===== src/rtl/clk_ctl_unit.sv =====
module clk_ctl_unit #(
  parameter int NREG = 28,
  parameter int AW   = 12
) (
  input  logic          clk,
  input  logic          rst,
  input  logic          bus_wr,
  input  logic          bus_rd,
  input  logic [AW-1:0] bus_addr,
  input  logic [31:0]   bus_wdata,
  output logic [31:0]   bus_rdata,
  output logic          bus_err,
  input  logic          ref_stb,
  input  logic          main_pll_stb,
  input  logic          usb_pll_stb,
  output logic          main_en,
  output logic          usb_en,
  output logic          cpu_en,
  output logic          ahb_en,
  output logic          ipg_en
);
  localparam int LIMIT   = NREG * 4;
  localparam int IW      = $clog2(NREG);
  localparam int CTL_IDX = 2;

  function automatic logic [31:0] init_val(input int i);
    case (i)
      0:             return 32'h800b2c01;
      1:             return 32'h84042800;
      2:             return 32'hd0030000;
      6, 7, 8, 9:    return 32'h01010101;
      default:       return 32'h0;
    endcase
  endfunction

  logic [31:0]   regs [NREG];
  logic [IW-1:0] idx;
  logic          hit;
  logic          ctl_wr;

  assign idx    = bus_addr[IW+1:2];
  assign hit    = (int'(bus_addr) < LIMIT) && (bus_addr[1:0] == 2'b00);
  assign ctl_wr = bus_wr && hit && (int'(idx) == CTL_IDX);

  always_ff @(posedge clk) begin
    if (rst) begin
      for (int i = 0; i < NREG; i++) regs[i] <= init_val(i);
    end else if (bus_wr && hit) begin
      regs[idx] <= bus_wdata;
    end
  end

  always_ff @(posedge clk) begin
    if (rst) begin
      bus_rdata <= '0;
      bus_err   <= 1'b0;
    end else begin
      bus_err <= (bus_rd || bus_wr) && !hit;
      if (bus_rd) bus_rdata <= hit ? regs[idx] : 32'h0;
    end
  end

  logic [31:0] ctl;
  logic [1:0]  cpu_div, ahb_div;
  logic        usb_off, bypass, three_q;

  assign ctl     = regs[CTL_IDX];
  assign cpu_div = ctl[31:30];
  assign ahb_div = ctl[29:28];
  assign usb_off = ctl[23];
  assign bypass  = ctl[22];
  assign three_q = ctl[14];

  logic [1:0] q_cnt, c_cnt, a_cnt;
  logic       i_ph;
  logic       q_stb;

  assign main_en = bypass ? ref_stb : main_pll_stb;
  assign usb_en  = usb_pll_stb && !usb_off;
  assign q_stb   = main_en && !(three_q && q_cnt == 2'd3);
  assign cpu_en  = q_stb && (c_cnt == cpu_div);
  assign ahb_en  = cpu_en && (a_cnt == ahb_div);
  assign ipg_en  = ahb_en && i_ph;

  always_ff @(posedge clk) begin
    if (rst || ctl_wr) begin
      q_cnt <= '0;
      c_cnt <= '0;
      a_cnt <= '0;
      i_ph  <= 1'b0;
    end else begin
      if (main_en && three_q) q_cnt <= q_cnt + 2'd1;
      if (q_stb)  c_cnt <= cpu_en ? 2'd0 : c_cnt + 2'd1;
      if (cpu_en) a_cnt <= ahb_en ? 2'd0 : a_cnt + 2'd1;
      if (ahb_en) i_ph  <= !i_ph;
    end
  end
endmodule



===== config.mk =====
export PLATFORM = sky130hd
export DESIGN_NAME = clk_ctl_unit
export DESIGN_NICKNAME = d
export VERILOG_FILES = /design/src/rtl/clk_ctl_unit.sv
export SDC_FILE = /design/constraint.sdc
export NUM_CORES = 1
export LEC_CHECK = 0
export ABC_AREA = 1
export BUFFER_PORTS_ARGS = -buffer_cell sky130_fd_sc_hd__buf_2
export CAP_MARGIN = 20
export CORE_ASPECT_RATIO = 1.4
export CORE_UTILIZATION = 60
export DETAILED_ROUTE_END_ITERATION = 10
export HOLD_SLACK_MARGIN = 0.05
export MAX_ROUTING_LAYER = met4
export PLACE_DENSITY = 0.86
export SYNTH_ARGS = -nofsm -noshare
export SYNTH_HDL_FRONTEND = slang
export SYNTH_SLANG_ARGS = --single-unit

===== constraint.sdc =====
create_clock -name clk -period 8.4 [get_ports clk]
set_clock_uncertainty 0.05 [all_clocks]
set_input_delay 0.42 -clock clk [delete_from_list [all_inputs] [get_ports clk]]
set_output_delay 0.42 -clock clk [all_outputs]
set_load 0.05 [all_outputs]

==> flow_summary.json, run 1 <==
{
  "netlist_area_um2": 43110,
  "crit_type": "input pin to flop",
  "num_rows": 115,
  "reg2reg_depth": 10,
  "finalSetupTns_ps": 0,
  "yosysSeqAreaShare_pct": 65.39,
  "cts_root_buf": "clkbuf_16",
  "wl_met3_mm": 15.71,
  "p_per_area_nw_per_um2": 216.3,
  "finalCritPeriodShare_pct": 47.83,
  "drcViolationCount": 0,
  "worst-path-max-fanout": 61,
  "wirelength_mm": 119.1,
  "crit_top_cell": "buf_4",
  "vias": 33620,
  "ir_drop_v": 0.0001548,
  "gp_congestion": 0.8792,
  "grt_pass1_vias": 32420,
  "dr_wl_met2_mm": 56.59,
  "synthTopCellsByCount": "nor2_1 (1,559), nand2_1 (938), edfxtp_1 (912)",
  "drive_above_1_share_pct": 8.138,
  "routed_via_density": 6.073,
  "synth_warnings": 0,
  "postSynthCellCount": 4616,
  "switching_share_pct": 23.80,
  "slew_viol_final": 0,
  "synth_top_area_share_pct": 63.53,
  "slowest_delay_ps": 780,
  "hp-class": "input pin to flop",
  "grt_pass1_wl_mm": 180.5,
  "h-tree-depth": 3,
  "portBuffers": 88,
  "max_slew_margin_pct": 22.84,
  "finalHoldViolCount": 0,
  "wl_met1_mm": 40.39,
  "worst_setup_path_end_kind": "flop",
  "antenna_found_initial": 2,
  "numClockSinks": 952,
  "multiInputGateArea_um2": 12970,
  "numCtsBuffers": 84,
  "synth_area_leaders": "edfxtp_1 (64%), nor2_1 (14%), nand2_1 (8.2%), nor3_1 (5.4%), dfxtp_1 (1.9%)",
  "yosys.cell_count.top_type": "nor2_1",
  "outcome": "finished, final reports clean",
  "initial_core_util_pct": 61.02,
  "cts_tree": "built",
  "drt_iter0_markers": 5654,
  "synth_async_sr_flop_share_pct": 0,
  "yosys_register_bits": 952,
  "slowest_stage": "inv_1",
  "p_leak_uw": 0.01833,
  "cap_violations": 0,
  "gr-total-overflow": 0,
  "die_area_um2": 72940,
  "area_growth_pct": 8.890,
  "synth-edff-count": 912,
  "stdcell_count": 5535,
  "chipWidth_um": 228.5,
  "switchingPower_uw": 2417,
  "required_ps": 8660,
  "core_um2": 70650,
  "power.internal_uw": 7736,
  "synth_area_per_cell_um2": 9.339,
  "seq_area_um2": 28190,
  "critical_path.cell_chain": "buf_2 > buf_4 > nand2_4 > inv_1 > buf_4 > nand3_2 > nand2_1 > buf_4",
  "max_freq_mhz": 248.9,
  "combPwrFrac_pct": 7.4,
  "dr.max_layer_used": "met4",
  "whs_path_depth": 5,
  "seq_power_share_pct": 54.0,
  "dp.cells": 5371,
  "synthFlopType": "edfxtp_1",
  "antenna_left": 0,
  "grt_max_degree": 172,
  "post_cts.repair.setup_buffers": 0,
  "fillers": 4840,
  "fin_nets": 4579,
  "setup_viol": 0,
  "rsz0062_at_grt": "no",
  "wl_per_cell_um": 21.52,
  "cp-start-kind": "input pin",
  "insertion_delay_ps": 680,
  "pin_count": 89,
  "pwr-share-clk_pct": 38.6,
  "yosysUniqueCellTypes": 27,
  "period_needed_ps": 4018,
  "first_pass_iters": 7,
  "die_h_um": 319.2,
  "arrival_ps": 4280,
  "worst_slew_pin_slew_ps": 1157,
  "clk_path_buf_depth": 3,
  "path_clk_slew_ps": 70,
  "grt_usage_pct": 33.41,
  "place_hpwl_mm": 66.39,
  "yosysTopAreaCell": "edfxtp_1"
}
through the flow:
stage | worst slack, ps | hold WS [ps] | instance area [um2] | total power [uW] | utilization (%)
final | 4382 | 119.5 | 46940 | 10150 | 66.44
after global routing | 4248 | 175.7 | 46940 | 10370 | 66.43
after CTS | 4580 | 100.6 | 46930 | 10110 | 66.43
after detailed placement | 3879 | 406.6 | 44110 | 6292 | 62.44
after global placement | 3981 | 403.1 | 44110 | 6262 | 62.44
after floorplan | 4113 | 393.5 | 43160 | 6038 | -
path summary, 6_finish.rpt:
path / end / startpoint / slack [ps]
worst max-delay path: regs[3][26] / bus_addr[2] / 4380
worst min-delay path: bus_err / bus_addr[0] / 120
worst max register to register: bus_rdata[31] / regs[2][31] / 6780
worst min register to register: bus_rdata[30] / bus_rdata[30] / 420
worst max-delay path, delay by kind of cell:
kind	cells	cell delay, ps
AND/OR/NAND/NOR	3	1630
buffers and inverters	5	2160
registers in the layout, summed over array words and instances (netlist names):
signal	cells
a_cnt	2
bus_err	1
bus_rdata	32
c_cnt	2
i_ph	1
q_cnt	2
regs	912
cells in the final DEF, fill, tap and decap left out, drive strengths merged:
cell type	instances
nor3	483
clkbuf	110
clkinvlp	5
ha	1
diode	3
a21o	1
dfxtp	40
nand2	940
conb	16
nand4	25
a21oi	36
clkinv	28
nand3	21
dlygate4sd3	6
edfxtp	912
buf	154
inv	213
nor2	1561
o21ai	27
bufinv	8
xor2	6
o21bai	3
routing by layer:
layer,global-route usage [%],vias up
met2,52.52,2619
met3,6.965,506
met4,17.78,0
met1,40.71,15700
li1,-,14790
met5,-,-
logic make-up after synthesis:
| group | synth area share [%] |
|---|---|
| AO/OA/AOI/OAI | 0.8011 |
| XOR/XNOR | 0.1219 |
| adder cells (fa/ha/maj) | 0.02902 |
| buffers and inverters | 5.274 |
| flip-flops | 65.39 |
| other | 0.008699 |
| AND/OR/NAND/NOR | 28.38 |
power by group through the flow:
stage / clock [uW] / combinational (uW) / sequential, uW
after CTS: 3900 / 725 / 5480
final: 3920 / 747 / 5480
after floorplan: 0 / 466 / 5570
after global placement: 0 / 694 / 5570
after global routing: 4070 / 799 / 5500
after detailed placement: 0 / 712 / 5580
cell type report:
cell class                 count  area share (%)
tap                          936           2.495
timing repair buffer         160           2.255
sequential                   952           60.05
inverter                     209           1.671
clock buffer                 110           4.814
antenna                        3         0.01599
multi-input combinational   3120           27.63
clock inverter                45           1.072
timing repair:
action,CTS,global route
endpoints found under the hold margin,17,0
gates resized for setup,0,0
endpoints found under the setup margin,0,0
hold buffers,6,0
Power figures use the tool's default switching activity.
==> run 2: changes to the inputs <==
--- a/config.mk
+++ b/config.mk
@@ -9,11 +9,11 @@
 export BUFFER_PORTS_ARGS = -buffer_cell sky130_fd_sc_hd__buf_2
 export CAP_MARGIN = 20
 export CORE_ASPECT_RATIO = 1.4
-export CORE_UTILIZATION = 60
+export CORE_UTILIZATION = 56
 export DETAILED_ROUTE_END_ITERATION = 10
 export HOLD_SLACK_MARGIN = 0.05
 export MAX_ROUTING_LAYER = met4
-export PLACE_DENSITY = 0.86
+export PLACE_DENSITY = 0.84
 export SYNTH_ARGS = -nofsm -noshare
 export SYNTH_HDL_FRONTEND = slang
 export SYNTH_SLANG_ARGS = --single-unit
==> constraint.sdc (replaced) <==
create_clock -name clk -period 3.6 [get_ports clk]
set_clock_uncertainty 0.05 [all_clocks]
set_input_delay 0.18 -clock clk [delete_from_list [all_inputs] [get_ports clk]]
set_output_delay 0.18 -clock clk [all_outputs]
set_load 0.05 [all_outputs]
==> run 2 against run 1 <==
Against the previous run:
- critical path depth is 1 lower
- sequential power is 130% higher
- global-route usage is 1.1 points lower
- critical path type unchanged
- via count hardly changed
- first-iteration DRC count is 5.2% lower
- die area is 7.1% higher
- non-clock buffer count is 71 higher
- cell count is 1.9% higher
- sequential share of layout area is 0.86 points lower
- clock power is 130% higher
==> flow_summary.json, run 2 (synthesis gave the netlist of run 1 again) <==
{
  "antennaDiodeCount": 0,
  "routed_via_density": 5.957,
  "cts_tree": "built",
  "crit_top_cell": "dlygate4sd3_1",
  "rsz0062_at_grt": "no",
  "p_total_uw": 23550,
  "reg2reg_depth": 7,
  "antenna_left": 0,
  "max_slew_margin_pct": 38.04,
  "place_area_um2": 44800,
  "area_growth_pct": 10.48,
  "critical_path.cell_chain": "dlygate4sd3_1 > buf_2 > inv_2 > o21ai_0 > dlygate4sd3_1 > nor2_1 > dlygate4sd3_1",
  "whs_path_depth": 3,
  "final_common_cell": "nor2_1",
  "place_hpwl_mm": 72.40,
  "finalCritPeriodShare_pct": 77.72,
  "timing.rr.end": "q_cnt[0]",
  "first_pass_iters": 7,
  "rrSetupSlack_ps": 1930,
  "worst_slew_pin_slew_ps": 929.4,
  "core_um2": 76270,
  "grt_usage_pct": 32.27,
  "outcome": "finished, final reports clean",
  "clk_path_buf_depth": 3,
  "largest_reg_flops": 912,
  "drcViolationCount": 0,
  "whs_endpoint": "regs[6][8]",
  "chipWidth_um": 236.5,
  "dp.cells": 5473,
  "regMostFlops": "regs",
  "top_regs": "regs (912), bus_rdata (32)",
  "wirelength_mm": 122.2,
  "crit_family": "buffers and inverters",
  "numCtsBuffers": 84,
  "finalHoldViolCount": 0,
  "initial_core_util_pct": 56.52,
  "num_rows": 120,
  "fin_nets": 4650,
  "post_cts.repair.setup_buffers": 0,
  "drt_iter0_markers": 5360,
  "cp-start-kind": "input pin",
  "grt_max_degree": 157,
  "post_cts_resized": 0,
  "die_area_um2": 78110,
  "slew_viol_final": 0,
  "h-tree-depth": 3,
  "p_leak_uw": 0.01869,
  "fin_ws_ps": 801.9,
  "worst_setup_path_end_kind": "flop",
  "layout_common_cells": "nor2_1 (1,557), nand2_1 (931), edfxtp_1 (912)",
  "portBuffers": 88,
  "period_needed_ps": 2798,
  "slowest_stage": "inv_2",
  "insertion_delay_ps": 660,
  "numClockSinks": 952,
  "cap_violations": 0,
  "setup_viol": 0,
  "p_per_area_nw_per_um2": 494.4,
  "wl_per_cell_um": 21.66,
  "pin_count": 89,
  "die_h_um": 330.3,
  "slowest_delay_ps": 730,
  "final_area_um2": 47620,
  "path_clk_slew_ps": 60,
  "gr-total-overflow": 0,
  "pre_cts_slack_ps": 707.6,
  "max_freq_mhz": 357.4,
  "drive_above_1_share_pct": 9.258,
  "worst-path-buf-inv": 5,
  "ir_drop_v": 0.0003255,
  "hp-class": "input pin to flop",
  "grt_pass1_vias": 32590,
  "min_from": "bus_wdata[8]",
  "gp_congestion": 0.9413,
  "antenna_found_initial": 0,
  "worst-path-max-fanout": 21,
  "stdcell_count": 5642,
  "arrival_ps": 3330,
  "required_ps": 4130,
  "grt_pass1_wl_mm": 184.5,
  "crit_type": "input pin to flop",
  "vias": 33610,
  "final_util_pct": 62.44,
  "cts_root_buf": "clkbuf_16",
  "r2r-start": "regs[2][22]"
}
==> run 2: report_power, final <==
group          switching, uW  internal, uW  leakage (uW)
registers                167         12600       0.00900
logic                   1400           427       0.00839
clock network           4030          4890       0.00130
total                   5600         17900        0.0187
==> run 2: worst max path at each step <==
stage	startpoint	to	slack, ps	cells past startpoint
floorplan	bus_addr[6]	regs[25][0]	-450	9
global placement	bus_addr[6]	regs[27][26]	810	11
detailed placement	bus_addr[6]	regs[26][20]	710	11
CTS	rst	bus_err	930	7
global route	rst	bus_err	750	7
finish	rst	bus_err	800	7
==> run 2: stage by stage <==
stage | hold WS (ps) | TNS (ps)
detailed placement | 382.1 | 0
floorplan | 228.9 | -28590
CTS | 62.29 | 0
global placement | 369.9 | 0
global route | 109.4 | 0
finish | 76.73 | 0
==> run 2: metal layers <==
layer	wire [um]	GRT usage, %
met5	0	-
met4	7120	17.49
met3	15250	5.816
met2	58690	52.37
met1	41140	38.39
==> run 2: cell type report <==
type	count	area [um2]
inverter	209	784.5
fill	5541	28650
timing repair buffer	231	1807
sequential	952	28190
clock inverter	47	394.1
multi-input combinational	3120	12970
tap	976	1221
clock buffer	107	2262
==> run 2: timing repair <==
| action | in CTS | in global routing |
|---|---|---|
| hold endpoints to repair | 39 | 0 |
| setup endpoints to repair | 0 | 0 |
| hold buffers | 14 | 0 |
==> run 2: worst min-delay path: cells and delay by family <==
kind / cells / cell delay, ps
buffers and inverters: 2 / 320
and+or+nand+nor: 1 / 150
